`src/rtl/clkstop_pkg.sv`:
```
package clkstop_pkg;
  typedef enum logic [1:0] {
    PS_RUN   = 2'd0,
    PS_GRANT = 2'd1,
    PS_HALT  = 2'd2,
    PS_WAKE  = 2'd3
  } pstate_e;
endpackage

```
`src/rtl/clkstop_delay.sv`:
```
// Restart interval counter: loaded on entry to startup, counts down while in it.
module clkstop_delay #(
  parameter int CLKS_PER_MS = 33000
) (
  input  logic clk,
  input  logic rst_n,
  input  logic load_i,
  input  logic run_i,
  output logic done_o
);
  localparam int CNT_W = (CLKS_PER_MS > 1) ? $clog2(CLKS_PER_MS) : 1;
  localparam logic [CNT_W-1:0] LOAD_VAL = CNT_W'(CLKS_PER_MS - 1);

  logic [CNT_W-1:0] cnt_q, cnt_d;
  logic             cnt_en;

  always_comb begin
    cnt_en = load_i || (run_i && (cnt_q != '0));
    cnt_d  = cnt_q;
    if (load_i)
      cnt_d = LOAD_VAL;
    else if (run_i && (cnt_q != '0))
      cnt_d = cnt_q - 1'b1;
  end

  always_ff @(posedge clk or negedge rst_n) begin
    if (!rst_n)
      cnt_q <= '0;
    else if (cnt_en)
      cnt_q <= cnt_d;
  end

  assign done_o = run_i && (cnt_q == '0);

  // the count never exceeds the reload value
  p_cnt_bound_r8: assert property (@(posedge clk) disable iff (!rst_n)
    cnt_q <= LOAD_VAL);

  // a load always restarts the full interval
  p_load_full_r8: assert property (@(posedge clk) disable iff (!rst_n)
    load_i |=> (cnt_q == LOAD_VAL));
endmodule

```
`src/rtl/clkstop_fsm.sv`:
```
module clkstop_fsm
  import clkstop_pkg::*;
(
  input  logic    clk,
  input  logic    rst_n,
  input  logic    port_rd_i,
  input  logic    sg_cycle_i,
  input  logic    wake_i,
  input  logic    sg_en_i,
  input  logic    sc_en_i,
  input  logic    delay_done_i,
  output pstate_e state_o,
  output logic    delay_load_o
);
  pstate_e st_q, st_d;

  always_comb begin
    st_d = st_q;
    unique case (st_q)
      PS_RUN:   if (port_rd_i && (sg_en_i || sc_en_i)) st_d = PS_GRANT;
      PS_GRANT: if (wake_i) st_d = PS_RUN;
                else if (sg_cycle_i && sc_en_i) st_d = PS_HALT;
      PS_HALT:  if (wake_i) st_d = PS_WAKE;
      PS_WAKE:  if (delay_done_i) st_d = PS_RUN;
      default:  st_d = PS_RUN;
    endcase
  end

  always_ff @(posedge clk or negedge rst_n) begin
    if (!rst_n)
      st_q <= PS_RUN;
    else
      st_q <= st_d;
  end

  assign state_o      = st_q;
  assign delay_load_o = (st_q == PS_HALT) && wake_i;

  p_entry_r2: assert property (@(posedge clk) disable iff (!rst_n)
    (st_q == PS_RUN && port_rd_i && (sg_en_i || sc_en_i)) |=> (st_q == PS_GRANT));

  p_no_entry_r3: assert property (@(posedge clk) disable iff (!rst_n)
    (st_q == PS_RUN && !(port_rd_i && (sg_en_i || sc_en_i))) |=> (st_q == PS_RUN));

  p_grant_hold_r4: assert property (@(posedge clk) disable iff (!rst_n)
    (st_q == PS_GRANT && !wake_i && !(sg_cycle_i && sc_en_i)) |=> (st_q == PS_GRANT));

  p_wake_wins_r6: assert property (@(posedge clk) disable iff (!rst_n)
    (st_q == PS_GRANT && wake_i) |=> (st_q == PS_RUN));

  p_halt_hold_r9: assert property (@(posedge clk) disable iff (!rst_n)
    (st_q == PS_HALT && !wake_i) |=> (st_q == PS_HALT));

  p_startup_stay_r8: assert property (@(posedge clk) disable iff (!rst_n)
    (st_q == PS_WAKE && !delay_done_i) |=> (st_q == PS_WAKE));

  p_startup_exit_r8: assert property (@(posedge clk) disable iff (!rst_n)
    (st_q == PS_WAKE && delay_done_i) |=> (st_q == PS_RUN));
endmodule

```
`src/rtl/clkstop_outdec.sv`:
```
module clkstop_outdec
  import clkstop_pkg::*;
(
  input  pstate_e state_i,
  output logic    stop_req_n_o,
  output logic    hclk_run_o
);
  always_comb begin
    stop_req_n_o = (state_i == PS_RUN);
    hclk_run_o   = (state_i != PS_HALT);
  end
endmodule

```
`src/rtl/clkstop_ctrl.sv`:
```
module clkstop_ctrl
  import clkstop_pkg::*;
#(
  parameter int CLKS_PER_MS = 33000
) (
  input  logic       clk,
  input  logic       rst_n,
  input  logic       pm_port_rd_i,
  input  logic       sg_cycle_i,
  input  logic       wake_i,
  input  logic       sg_en_i,
  input  logic       sc_en_i,
  output logic       stop_req_n_o,
  output logic       hclk_run_o,
  output logic [1:0] state_o
);
  logic [1:0] rst_sync_q;
  logic       rst_int_n;
  pstate_e    state;
  logic       delay_load, delay_done, in_startup;

  // asynchronous assert, synchronous release
  always_ff @(posedge clk or negedge rst_n) begin
    if (!rst_n)
      rst_sync_q <= 2'b00;
    else
      rst_sync_q <= {rst_sync_q[0], 1'b1};
  end
  assign rst_int_n = rst_sync_q[1];

  clkstop_fsm u_fsm (
    .clk          (clk),
    .rst_n        (rst_int_n),
    .port_rd_i    (pm_port_rd_i),
    .sg_cycle_i   (sg_cycle_i),
    .wake_i       (wake_i),
    .sg_en_i      (sg_en_i),
    .sc_en_i      (sc_en_i),
    .delay_done_i (delay_done),
    .state_o      (state),
    .delay_load_o (delay_load)
  );

  assign in_startup = (state == PS_WAKE);

  clkstop_delay #(.CLKS_PER_MS(CLKS_PER_MS)) u_delay (
    .clk    (clk),
    .rst_n  (rst_int_n),
    .load_i (delay_load),
    .run_i  (in_startup),
    .done_o (delay_done)
  );

  clkstop_outdec u_dec (
    .state_i      (state),
    .stop_req_n_o (stop_req_n_o),
    .hclk_run_o   (hclk_run_o)
  );

  assign state_o = state;

  p_run_req_high_r1: assert property (@(posedge clk) disable iff (!rst_int_n)
    (state_o == 2'd0) |-> (stop_req_n_o && hclk_run_o));

  p_halt_clk_off_r4: assert property (@(posedge clk) disable iff (!rst_int_n)
    (state_o == 2'd2) |-> (!hclk_run_o && !stop_req_n_o));

  p_startup_clk_on_r7: assert property (@(posedge clk) disable iff (!rst_int_n)
    (state_o == 2'd3) |-> (hclk_run_o && !stop_req_n_o));

  p_halt_wake_r7: assert property (@(posedge clk) disable iff (!rst_int_n)
    (state_o == 2'd2 && wake_i) |=> (state_o == 2'd3));
endmodule

```
`config.mk`:
```
export PLATFORM = sky130hd
export DESIGN_NAME = clkstop_ctrl
export DESIGN_NICKNAME = d
export VERILOG_FILES = /design/src/rtl/clkstop_pkg.sv /design/src/rtl/clkstop_delay.sv /design/src/rtl/clkstop_fsm.sv /design/src/rtl/clkstop_outdec.sv /design/src/rtl/clkstop_ctrl.sv
export SDC_FILE = /design/constraint.sdc
export NUM_CORES = 1
export LEC_CHECK = 0
export BUFFER_PORTS_ARGS = -buffer_cell sky130_fd_sc_hd__buf_2
export CAP_MARGIN = 10
export CELL_PAD_IN_SITES_DETAIL_PLACEMENT = 1
export CELL_PAD_IN_SITES_GLOBAL_PLACEMENT = 1
export CORE_UTILIZATION = 42
export CTS_BUF_LIST = sky130_fd_sc_hd__clkbuf_4 sky130_fd_sc_hd__clkbuf_8
export CTS_CLUSTER_SIZE = 30
export DETAILED_ROUTE_END_ITERATION = 6
export GPL_TIMING_DRIVEN = 0
export PLACE_DENSITY_LB_ADDON = 0.1
export SYNTH_ARGS = -nofsm -noshare
export SYNTH_HDL_FRONTEND = slang
export SYNTH_SLANG_ARGS = --single-unit
```
`constraint.sdc`:
```
create_clock -name clk -period 0.8 [get_ports clk]
set_input_delay 0.08 -clock clk [delete_from_list [all_inputs] [get_ports clk]]
set_output_delay 0.08 -clock clk [all_outputs]
set_load 0.1 [all_outputs]
```
==> impl.org, run 1 <==
** Pwr
- The worst-case IR drop observed on VDD is 2.30 mV.
- P_leak :: 0.633 nW
- Power density relative to cell area :: between 2000 and 3000 nW/um^2

** Route
- Remaining design rule violation count :: 0
- Routed WL :: approximately 3.3 mm
- Summing over every cut layer, the via total after detailed routing is ~1000.
- Dividing the detail-routed wire length by the instance count gives 19.1 um.
- Antenna-violating nets left :: 0
- Number of violations reported at the end of detailed-routing iteration 0 :: 15
- For this run, the detailed router's first-pass iteration total came to 4.
- Via density per instance :: 5.92

** Logic synthesis
- Syn Nets :: 120
- Counting flops with an async set or reset pin after synthesis yields a share of 100%.
- Among all flip-flop cells after synthesis, the most frequent one is sky130_fd_sc_hd__dfrtp_1.
- Syn Area/Cell :: between 9 and 10 um^2
- The synthesized design contains 20 register bits.
- During synthesis, Yosys emitted a total of 0 warnings.
- Fraction of the yosys area taken by sequential cells :: 45.8%
- Area of the mapped netlist :: 1090 um^2
- Counting flops with a built-in enable in the synthesized netlist gives 0.
- The synthesized netlist contains 35 unique library cells.
- In the synthesized netlist, the number of instances is 112.

** Floorplanning
- Total die area :: 2810 um^2
- Number of rows in the core area :: 18
- Once the floorplan was initialized, standard cells occupied 44.1% of the core.
- The die is 53.0 um tall.
- The floorplan step set the die width to 53.0 um.
- Ports :: 11
- Core region area :: 2480 um^2

** Clocking
- CTS root buf :: sky130_fd_sc_hd__clkbuf_4
- CTS saw 20 sinks.
- The clock passes through at most 2 buffers.
- In this run the number of H-tree levels came out at 1.
- CTS tree :: done
- After clock tree synthesis, the clock-pin slew on the worst setup and hold paths is 0.13 ns.
- Total clock buffers created by CTS :: 3
- For the worst-skew pair, the clock arrives at the later sink with an insertion delay of 0.31 ns.

** Worst setup path
- Flop2flop setup slack :: -1.36 ns
- Crit Path Class :: flip-flop to flip-flop
- The worst setup path is captured at a flip-flop.
- CP max-delay cell :: sky130_fd_sc_hd__dfrtp_1
- Data on the critical path arrives at its endpoint at between 2 and 2.5 ns.
- Critical path's top delay family :: simple AND/OR/NAND/NOR gates
- At the worst endpoint, the required time is 0.99 ns.
- Delay of the slowest cell on the worst path :: 0.43 ns
- For the worst flop-to-flop path, the logic depth is 8.
- Largest driver fanout on the critical path :: 6
- In this run the critical register-to-register path is captured at u_delay.cnt_q[7].
- The critical path goes through inv_2, ha_4, or3b_4, or3_4, o211ai_1, buf_4, xor2_1, nand2_1.
- Buf/Inv on CP :: 2
- Startpoint type of the worst setup path :: flip-flop
- FF-to-FF Start :: u_delay.cnt_q[1]

** Place
- Input and output buffers added on the ports amount to 10.
- Instance area at placement :: ~1300 um^2
- Final HPWL DP :: 1.92 mm
- Gpl congestion :: between 0.7 and 0.8

** Run
- Count of max-cap constraint violations :: 0

** Timing
- Post-route clock period utilization :: 271%
- Total of endpoints with negative setup slack in the final report :: 25
- The final number of max-transition violations came to 0.
- Across all setup checks in the final design, the least slack found is -1.36 ns.
- Setup repair after global routing could not meet its margin everywhere.
- Across all hold checks on the routed design, the worst slack comes to about 0.083 ns.
- Highest clock rate :: 462 MHz
- In this run the tightest slew margin relative to its limit is 49.0%.
- At the pin with the least slew margin, the transition time is 0.764 ns.
- The final count of hold timing violations was 0.
- Minimum period implied by the final worst setup slack :: 2.16 ns
- Largest clock skew in the final design :: 0.0152 ns

** Finish
- Cells with a size suffix above 1 make up 42.1% of the layout.
- Final antenna diode count :: 0
- Compared with the post-synthesis result, the final layout area differs by 43.0%.
- Most frequent standard cell in the layout excluding fill and tap cells :: sky130_fd_sc_hd__dfrtp_1
- The library cells used most frequently in the layout, excluding fill and tap cells, are sky130_fd_sc_hd__dfrtp_1 (17), sky130_fd_sc_hd__nand2_1 (12), sky130_fd_sc_hd__nor2_1 (10), sky130_fd_sc_hd__buf_4 (10), sky130_fd_sc_hd__buf_2 (6).
- Measured on the finished design, the core utilization comes to between 60% and 70%.
- After routing the design area is 1560 um^2.
- Final-stage net count :: between 100 and 150

** Global routing
- Global-route wire length before repair :: 4.74 mm
- The initial antenna violation count was 0.
- For this run the aggregate overflow at the end of global routing stands at 0.
- Pin count of the biggest net entering global routing :: 19
- Via count of the first global-routing pass :: 1004
- In the global route stage, overall resource usage came out at between 20% and 30%.

** Status
- The final reports fail on setup timing.
- The run finished, with violations left.

** Min path
- The worst hold path belongs to the class primary input to asynchronous set/reset pin.
worst register-to-register path, cell delays in order, from the launching register on:
cell and delay (ns):
sky130_fd_sc_hd__dfrtp_1 0.43, sky130_fd_sc_hd__inv_2 0.09, sky130_fd_sc_hd__ha_4 0.12, sky130_fd_sc_hd__or3b_4 0.37, sky130_fd_sc_hd__or3_4 0.41, sky130_fd_sc_hd__o211ai_1 0.24
sky130_fd_sc_hd__buf_4 0.17, sky130_fd_sc_hd__xor2_1 0.14, sky130_fd_sc_hd__nand2_1 0.06
layout make-up:
type,count,area [um^2]
fillers,270,913
multi-input cells,85,672
flip-flops and latches,20,509
repair buffers,25,249
plain buffers,3,55.1
well taps,30,37.5
clock buffers,4,30.0
inverters,3,11.3
sequential cells by signal, summed over array words and instances (netlist names), named ones only:
name and cells:
rst_sync_q 2, u_delay.cnt_q 16, u_fsm.state_o 1
synthesized netlist by cell type, types with 4 or more instances:
library cell	n	share of area [%]
sky130_fd_sc_hd__dfrtp_1	20	46
sky130_fd_sc_hd__nand2_1	13	4.5
sky130_fd_sc_hd__nor2_1	12	4.1
sky130_fd_sc_hd__a21oi_1	5	2.3
sky130_fd_sc_hd__o211ai_1	5	3.4
sky130_fd_sc_hd__o21ai_0	4	1.8
sky130_fd_sc_hd__o31ai_1	4	2.7
sky130_fd_sc_hd__or3_1	4	2.3
sky130_fd_sc_hd__xnor2_1	4	3.2
how the worst max path moves through the flow:
stage / from / end / slack (ns) / depth (start not counted)
5_1_grt: u_delay.cnt_q[1] / u_delay.cnt_q[1] / -1.41 / 8
3_3_place_gp: u_delay.cnt_q[1] / u_delay.cnt_q[13] / -1.41 / 8
3_5_place_dp: u_delay.cnt_q[1] / u_delay.cnt_q[13] / -1.47 / 8
2_1_floorplan: u_delay.cnt_q[1] / u_delay.cnt_q[14] / -1.20 / 8
6_report: u_delay.cnt_q[1] / u_delay.cnt_q[7] / -1.36 / 8
4_1_cts: u_delay.cnt_q[0] / u_delay.cnt_q[7] / -1.33 / 8
logic make-up (layout without fill, tap and decap cells):
kind of cell	count (synthesis)	count (layout)	synth area share, %
DFF	20	20	45.8
AOI/OAI and AO/OA	24	24	14.8
and+or+nand+nor	49	49	26.5
muxes	3	3	2.75
buffers and inverters	7	35	3.09
adders and majority gates	1	1	1.14
xor gates and xnor gates	7	7	5.61
other	1	1	0.343
metrics by stage:
step                std cells  worst slack (ns)  total power, mW  setup TNS, ns
floorplan                 112             -1.20             2.60         -21.53
global placement          152             -1.41             2.85         -25.22
detailed placement        152             -1.47             2.91         -26.10
CTS                       163             -1.33             3.87         -24.95
global route              170             -1.41             4.31         -29.25
finish                    170             -1.36             4.12         -24.80
power breakdown:
| part | total, mW | switching [mW] | leakage (nW) | internal, mW |
|---|---|---|---|---|
| registers | 1.41 | 0.213 | 0.236 | 1.20 |
| clock network | 0.558 | 0.329 | 0.0184 | 0.229 |
| logic | 2.15 | 1.19 | 0.379 | 0.960 |
timing repair:
item / in CTS / in global routing
hold buffers: 1 / 0
setup endpoints to repair: 40 / 40
pin swaps: 15 / 12
gates resized for setup: 26 / 10
cloned: 0 / 0
endpoints found under the hold margin: 2 / 0
setup buffers: 7 / 7
metal layers:
layer / wire (um) / global-route usage [%] / vias up
met3: 91 / 6.03 / 0
met4: 0 / 1.32 / 0
li1: - / - / 461
met5: 0 / 0 / -
met2: 1780 / 44.9 / 15
met1: 1380 / 28.5 / 530
Power figures use the tool's default switching activity.
==> inputs of run 2 (changes only) <==
--- a/config.mk
+++ b/config.mk
@@ -9,6 +9,7 @@
 export CAP_MARGIN = 10
 export CELL_PAD_IN_SITES_DETAIL_PLACEMENT = 1
 export CELL_PAD_IN_SITES_GLOBAL_PLACEMENT = 1
+export CORE_MARGIN = 1.5
 export CORE_UTILIZATION = 42
 export CTS_BUF_LIST = sky130_fd_sc_hd__clkbuf_4 sky130_fd_sc_hd__clkbuf_8
 export CTS_CLUSTER_SIZE = 30
==> impl.org, run 2 (same netlist as run 1, synthesis figures left out) <==
** Status
- The flow ran to the end, but the final reports show violations.
- The final reports fail on setup timing.

** Timing
- Minimum period implied by the final worst setup slack :: 2.30 ns (+0.140 ns)
- The ratio of final minimum period to clock period came to 288% (+18 points).
- Slew Limit Fails :: 0 (unchanged)
- The worst path setup slack after routing is -1.50 ns (-0.140 ns).
- The final count of hold timing violations is 0 (unchanged).
- Largest clock skew in the final design :: 0.00882 ns (-0.00637 ns)
- Total of endpoints with negative setup slack in the final report :: 22 (-12%)
- Setup repair after global routing could not meet its margin everywhere.
- Setup Total Neg Slack :: -26.46 ns (-1.66 ns)
- Highest clock rate :: 434 MHz (-6.1%)

** Global routing
- The pin count of the biggest net entering global routing came to 19 (unchanged).
- The initial antenna violation count was 0 (unchanged).
- The number of global-route vias before repair is 1086 (+8.2%).
- The remaining global-route overflow was 0 (unchanged).
- The first-pass GRT wire length is 5.07 mm (+7.0%).
- The total global-route track usage is 25.7% (+1.7 points).

** Clocking
- Deepest level of the CTS H-tree :: 1 (unchanged)
- Sink Count :: 20 (unchanged)
- The maximum count of clock buffers along a single path was 2 (unchanged).
- CTS root buf :: sky130_fd_sc_hd__clkbuf_4
- The clock insertion delay at the later pin of the skew report is 0.31 ns (about the same).
- Total clock buffers created by CTS :: 3 (unchanged)
- TritonCTS built the clock tree.
- The clock-pin slew on the worst setup and hold paths was 0.12 ns (about the same).

** Finish
- Share of layout cells above drive strength 1 :: 44.9% (+2.8 points)
- The layout filler cell count came to 268 (-0.74%).
- In the layout the commonest cells are sky130_fd_sc_hd__dfrtp_1 (16), sky130_fd_sc_hd__buf_4 (15), sky130_fd_sc_hd__nand2_1 (12).
- Synth-to-layout area growth :: 49.4%
- The core utilization of the finished layout is 66.0% (+2.8 points).
- The net total in the final layout was 156 (+4.7%).
- Final antenna diode count :: 0 (unchanged)
- Most frequent standard cell in the layout excluding fill and tap cells :: sky130_fd_sc_hd__dfrtp_1
- Largest register by flop count :: u_delay.cnt_q
- Final instance count without filler cells :: 177 (+4.1%)
- Number of flip-flops in the largest register :: 16 (unchanged)

** Floorplanning
- Total die area :: 2920 um^2 (+3.8%)
- Initial cell density of the core :: 44.1% (unchanged)
- Number of rows in the core area :: 18 (unchanged)
- Die Y-Extent :: 54.0 um (+1.9%)
- Floorplan die width :: 54.0 um (+1.9%)
- Core region area :: 2480 um^2 (unchanged)
- The number of I/O pins was 11 (unchanged).

** Route
- The first-pass iteration count of the detailed router is 4 (unchanged).
- The starting DRC count in detailed routing is 13 (-2).
- Via count :: 1064 (+5.8%)
- The wire length reported by the detailed router is 3.76 mm (+16%).
- The detail-routed net length per standard cell is 21.2 um (+11%).
- Via density per instance :: 6.01 (+1.6%)
- Antenna-violating nets left :: 0 (unchanged)
- The DRC violation count after routing is 0 (unchanged).

** Pwr
- The total chip power is 4.50 mW (+9.2%).
- The power per cell area came to 2750 nW/um^2 (+4.5%).
- The maximum VDD drop came to 2.38 mV (+3.2%).
- P_leak :: 0.678 nW (+7.1%)

** Place
- Worst slack at placement :: -1.46 ns (+0.00609 ns)
- Count of buffers inserted at the top-level ports :: 10 (unchanged)
- The placed cell count is 152 (unchanged).
- Final HPWL DP :: 1.94 mm (+1.1%)
- Gpl congestion :: 0.787 (-0.57%)

** Worst setup path
- Critical path origin :: u_delay.cnt_q[0]
- Crit Path Class :: flip-flop to flip-flop
- The required time at the worst-slack endpoint was 0.99 ns (about the same).
- Startpoint type of the worst setup path :: flip-flop
- FF-to-FF Start :: u_delay.cnt_q[0]
- The biggest fanout along the worst timing path came to 7 (+1).
- The worst setup path is captured at a flip-flop.
- CP Data Arrival Time :: 2.49 ns (+0.13 ns)
- The setup slack on the worst flop-to-flop path is -1.50 ns (-0.14 ns).
- Depth of the worst register-to-register path :: 8 (unchanged)

** Run
- The reported max-cap violation count is 0 (unchanged).

** Min path
- HP Class :: primary input to asynchronous set/reset pin
-- run 2: what timing repair did --
| action | in CTS | in global routing |
|---|---|---|
| buffers inserted | 9 | 12 |
| hold buffers | 1 | 0 |
| resized for setup | 27 | 13 |
| endpoints found under the hold margin | 2 | 0 |
| pin swaps | 13 | 11 |
| endpoints found under the setup margin | 40 | 40 |
-- run 2: cell type report --
class / count / area (um^2) / area share, %
timing repair buffer: 32 / 313 / 19.1
sequential: 20 / 510 / 31.2
buffer: 3 / 55.1 / 3.37
tap: 30 / 37.5 / 2.30
multi-input combinational: 85 / 677 / 41.4
clock buffer: 4 / 30.0 / 1.84
inverter: 3 / 11.3 / 0.689
-- run 2: where the power goes --
group | internal (mW) | switching, mW
Combinational | 1.20 | 1.30
Sequential | 1.20 | 0.241
Clock | 0.229 | 0.329
-- run 2: layer usage --
metal	GRT usage [%]	share of wire, %	vias to the layer above
li1	-	-	473
met1	27.0	40	560
met2	48.8	54	25
met3	5.28	3.1	6
met4	11.3	2.1	0
met5	0	0	-
-- run 2: critical path, stage by stage, from the launching register on --
cell,delay (ns)
sky130_fd_sc_hd__dfrtp_1,0.44
sky130_fd_sc_hd__inv_2,0.10
sky130_fd_sc_hd__ha_4,0.13
sky130_fd_sc_hd__or3b_4,0.37
sky130_fd_sc_hd__or3_4,0.49
sky130_fd_sc_hd__buf_4,0.18
sky130_fd_sc_hd__o2111ai_2,0.21
sky130_fd_sc_hd__xor2_1,0.21
sky130_fd_sc_hd__nor2_1,0.06
-- run 2: final timing paths --
path,end
max,u_delay.cnt_q[11]
max reg2reg,u_delay.cnt_q[11]
min reg2reg,u_delay.cnt_q[12]
min in group clk,flip-flop
min,rst_sync_q[1]
max in group asynchronous,asynchronous set/reset pin
-- run 2: through the flow --
stage | hold slack [ns] | cell area [um^2]
floorplan | -0.216 | 1190
global placement | -0.135 | 1270
detailed placement | -0.133 | 1270
CTS | 0.0582 | 1480
global route | 0.0614 | 1630
finish | 0.0692 | 1630
==> inputs of run 3 (changes only) <==
--- a/config.mk
+++ b/config.mk
@@ -16,6 +16,7 @@
 export DETAILED_ROUTE_END_ITERATION = 6
 export GPL_TIMING_DRIVEN = 0
 export PLACE_DENSITY_LB_ADDON = 0.1
+export SETUP_SLACK_MARGIN = 0.05
 export SYNTH_ARGS = -nofsm -noshare
 export SYNTH_HDL_FRONTEND = slang
 export SYNTH_SLANG_ARGS = --single-unit
==> impl.org, run 3 (same netlist as run 1, synthesis figures left out) <==
** Status
- Outcome :: finished, violations left
- Failing checks :: setup timing

** Finish
- Final-stage net count :: 158 (+1.3%)
- The final design instance area without fill was 1620 um^2 (-0.92%).
- More flip-flops sit in one register than any other, and that register is u_delay.cnt_q.
- The fraction of layout instances using a drive strength above 1 was 43.0% (-1.9 points).
- Compared with the post-synthesis result, the final layout area differs by 48.1%.
- The final non-filler cell total is 179 (+1.1%).
- Layout Utilization :: 65.4% (-0.61 points)
- The flip-flop count of the largest register, all copies and words added was 16 (unchanged).
- Highest-count cells in the layout ignoring fill and taps :: sky130_fd_sc_hd__buf_4 (18), sky130_fd_sc_hd__dfrtp_1 (18), sky130_fd_sc_hd__nand2_1 (12)
- The count of inserted antenna diode cells was 0 (unchanged).

** Timing
- The worst hold margin was 0.0605 ns (-0.00869 ns).
- The worst path setup slack after routing was -1.47 ns (+0.0358 ns).
- Largest clock skew in the final design :: 0.00254 ns (-0.00628 ns)
- In this run the tightest slew margin relative to its limit is a little under half.
- For the pin with the worst max-slew slack, the measured transition is 0.794 ns.
- Highest clock rate :: 441 MHz (+1.6%)
- Total of endpoints with negative setup slack in the final report :: 40 (+82%)
- Post-route clock period utilization :: 284% (-4.5 points)
- Setup Total Neg Slack :: -26.98 ns (-0.521 ns)
- Slew Limit Fails :: 0 (unchanged)
- Unrepaired setup endpoints after global routing :: yes
- Total count of hold-check failures in the final report :: 0 (unchanged)
- The minimum period implied by the final worst setup slack was 2.27 ns (-0.0358 ns).

** Place
- Final HPWL DP :: 1.94 mm (unchanged)
- The placed cell count was 152 (unchanged).
- Count of buffers inserted at the top-level ports :: 10 (unchanged)
- Worst slack at placement :: -1.46 ns (unchanged)
- The placed standard-cell area came to 1270 um^2 (unchanged).
- Gpl congestion :: 0.787 (unchanged)

** Route
- Routed WL :: 3.58 mm (-4.7%)
- The average via count per standard cell came to 5.84 (-2.8%).
- The final antenna-violating net count came to 0 (unchanged).
- The DRC violation count after routing was 0 (unchanged).
- The starting DRC count in detailed routing is 18 (+5).
- Via count :: 1046 (-1.7%)
- 1st-pass router iterations :: 4 (unchanged)
- The detail-routed net length per standard cell was 20.0 um (-5.8%).

** Worst setup path
- The worst setup path is of the flip-flop to flip-flop kind.
- The setup slack on the worst flop-to-flop path is -1.47 ns (+0.04 ns).
- Largest driver fanout on the critical path :: 8 (+1)
- The slowest stage of the critical path is the sky130_fd_sc_hd__dfrtp_1 cell.
- Critical path, cell by cell :: inv_2, ha_4, or3b_4, or3_4, buf_8, o211ai_1, buf_4, xor2_1, nand2_1
- Instance count on the critical path :: 9 (+1)
- Startpoint type of the worst setup path :: flip-flop
- CP Data Arrival Time :: 2.47 ns (-0.02 ns)
- Critical Path Sink Type :: flip-flop
- In this run the critical register-to-register path is captured at u_delay.cnt_q[7].
- Critical path origin :: u_delay.cnt_q[0]
- The worst register-to-register path begins at u_delay.cnt_q[0].
- Delay of the slowest cell on the worst path :: 0.42 ns (-0.07 ns)
- The worst reg-to-reg path cell count was 9 (+1).
- The required time at the worst-slack endpoint came to 1.00 ns (about the same).
- Buf/Inv on CP :: 3 (+1)
- Worst setup path endpoint :: u_delay.cnt_q[7]
- The cell family contributing the most delay on the critical path is simple AND/OR/NAND/NOR gates.

** Clocking
- The clock insertion delay at the later pin of the skew report was 0.31 ns (about the same).
- Deepest level of the CTS H-tree :: 1 (unchanged)
- The number of CTS-inserted buffers came to 3 (unchanged).
- CTS tree :: done
- The clock net sink count was 20 (unchanged).
- The tree is rooted in a sky130_fd_sc_hd__clkbuf_4.
- The maximum count of clock buffers along a single path was 2 (unchanged).
- Clock edge transition at the registers on the reported setup and hold paths :: 0.11 ns (about the same)

** Global routing
- The total global-route track usage was 24.6% (-1.1 points).
- Global-route wire length before repair :: 4.99 mm (-1.6%)
- Total gr overflow :: 0 (unchanged)
- Via count of the first global-routing pass :: 1091 (+0.46%)
- The pin count of the biggest net entering global routing came to 19 (unchanged).
- Initial antenna violation count :: 0 (unchanged)

** Run
- The reported max-cap violation count came to 0 (unchanged).

** Pwr
- P_leak :: 0.675 nW (-0.42%)
- Maximum resistive drop on vdd :: 2.67 mV (+12%)
- The total chip power was 4.40 mW (-2.2%).
- Power density relative to cell area :: 2720 nW/um^2 (-1.3%)

** Floorplanning
- Total die area :: 2920 um^2 (unchanged)
- The area of the core is 2480 um^2 (unchanged).
- The starting density of the core was 44.1% (unchanged).
- The overall die height came to 54.0 um (unchanged).
- The number of rows in the core area is 18 (unchanged).
- Floorplan die width :: 54.0 um (unchanged)
- Ports :: 11 (unchanged)

** Min path
- The min-delay analysis places its worst path in the category primary input to asynchronous set/reset pin.
## run 3: cell count changes in the layout (fill, tap and decap cells not counted)
cell / change
sky130_fd_sc_hd__buf_4: +3
sky130_fd_sc_hd__dfrtp_1: +2
sky130_fd_sc_hd__dfrtp_2: -2
sky130_fd_sc_hd__buf_12: -1
sky130_fd_sc_hd__buf_6: -1
sky130_fd_sc_hd__buf_8: +1
sky130_fd_sc_hd__nor3_1: +1
sky130_fd_sc_hd__nor3_2: -1
sky130_fd_sc_hd__o31ai_1: +1
sky130_fd_sc_hd__o31ai_4: -1
## run 3: worst register-to-register path, stage by stage (launching register included)
cell and delay (ns):
sky130_fd_sc_hd__dfrtp_1 0.42, sky130_fd_sc_hd__inv_2 0.09, sky130_fd_sc_hd__ha_4 0.13, sky130_fd_sc_hd__or3b_4 0.38, sky130_fd_sc_hd__or3_4 0.38, sky130_fd_sc_hd__buf_8 0.15
sky130_fd_sc_hd__o211ai_1 0.18, sky130_fd_sc_hd__buf_4 0.17, sky130_fd_sc_hd__xor2_1 0.17, sky130_fd_sc_hd__nand2_1 0.08
## run 3: layout make-up
cell class | count | area, um^2
Buffer | 4 | 70.1
Clock buffer | 4 | 30.0
Fill cell | 278 | 858
Inverter | 3 | 11.3
Multi-Input combinational cell | 85 | 658
Sequential cell | 20 | 508
Tap cell | 30 | 37.5
Timing Repair Buffer | 33 | 304
## run 3: per-layer routing
layer	part of all wire (%)	GRT usage, %	up-vias	wire (um)
met5	0	0	-	0
met4	1.7	9.17	0	61
met3	4.3	6.11	8	154
met2	53	44.9	33	1910
met1	41	27.3	527	1460
li1	-	-	478	-
## run 3: power breakdown
group          switching (mW)  internal [mW]
sequential              0.216           1.20
combinational            1.27           1.15
clock                   0.331          0.229
total                    1.82           2.58
## run 3: how the worst min path moves through the flow
stage / start / end
2_1_floorplan: rst_n / rst_sync_q[0]
4_1_cts: rst_n / rst_sync_q[0]
3_5_place_dp: rst_n / rst_sync_q[1]
6_report: rst_n / rst_sync_q[0]
5_1_grt: rst_n / rst_sync_q[0]
3_3_place_gp: rst_n / rst_sync_q[0]
## run 3: repair_timing
action | CTS | global route
hold buffers | 1 | 0
gates resized for setup | 29 | 6
setup endpoints to repair | 40 | 40
buffers inserted | 11 | 11
cloned | 0 | 0
endpoints found under the hold margin | 2 | 0
pin swaps | 16 | 11
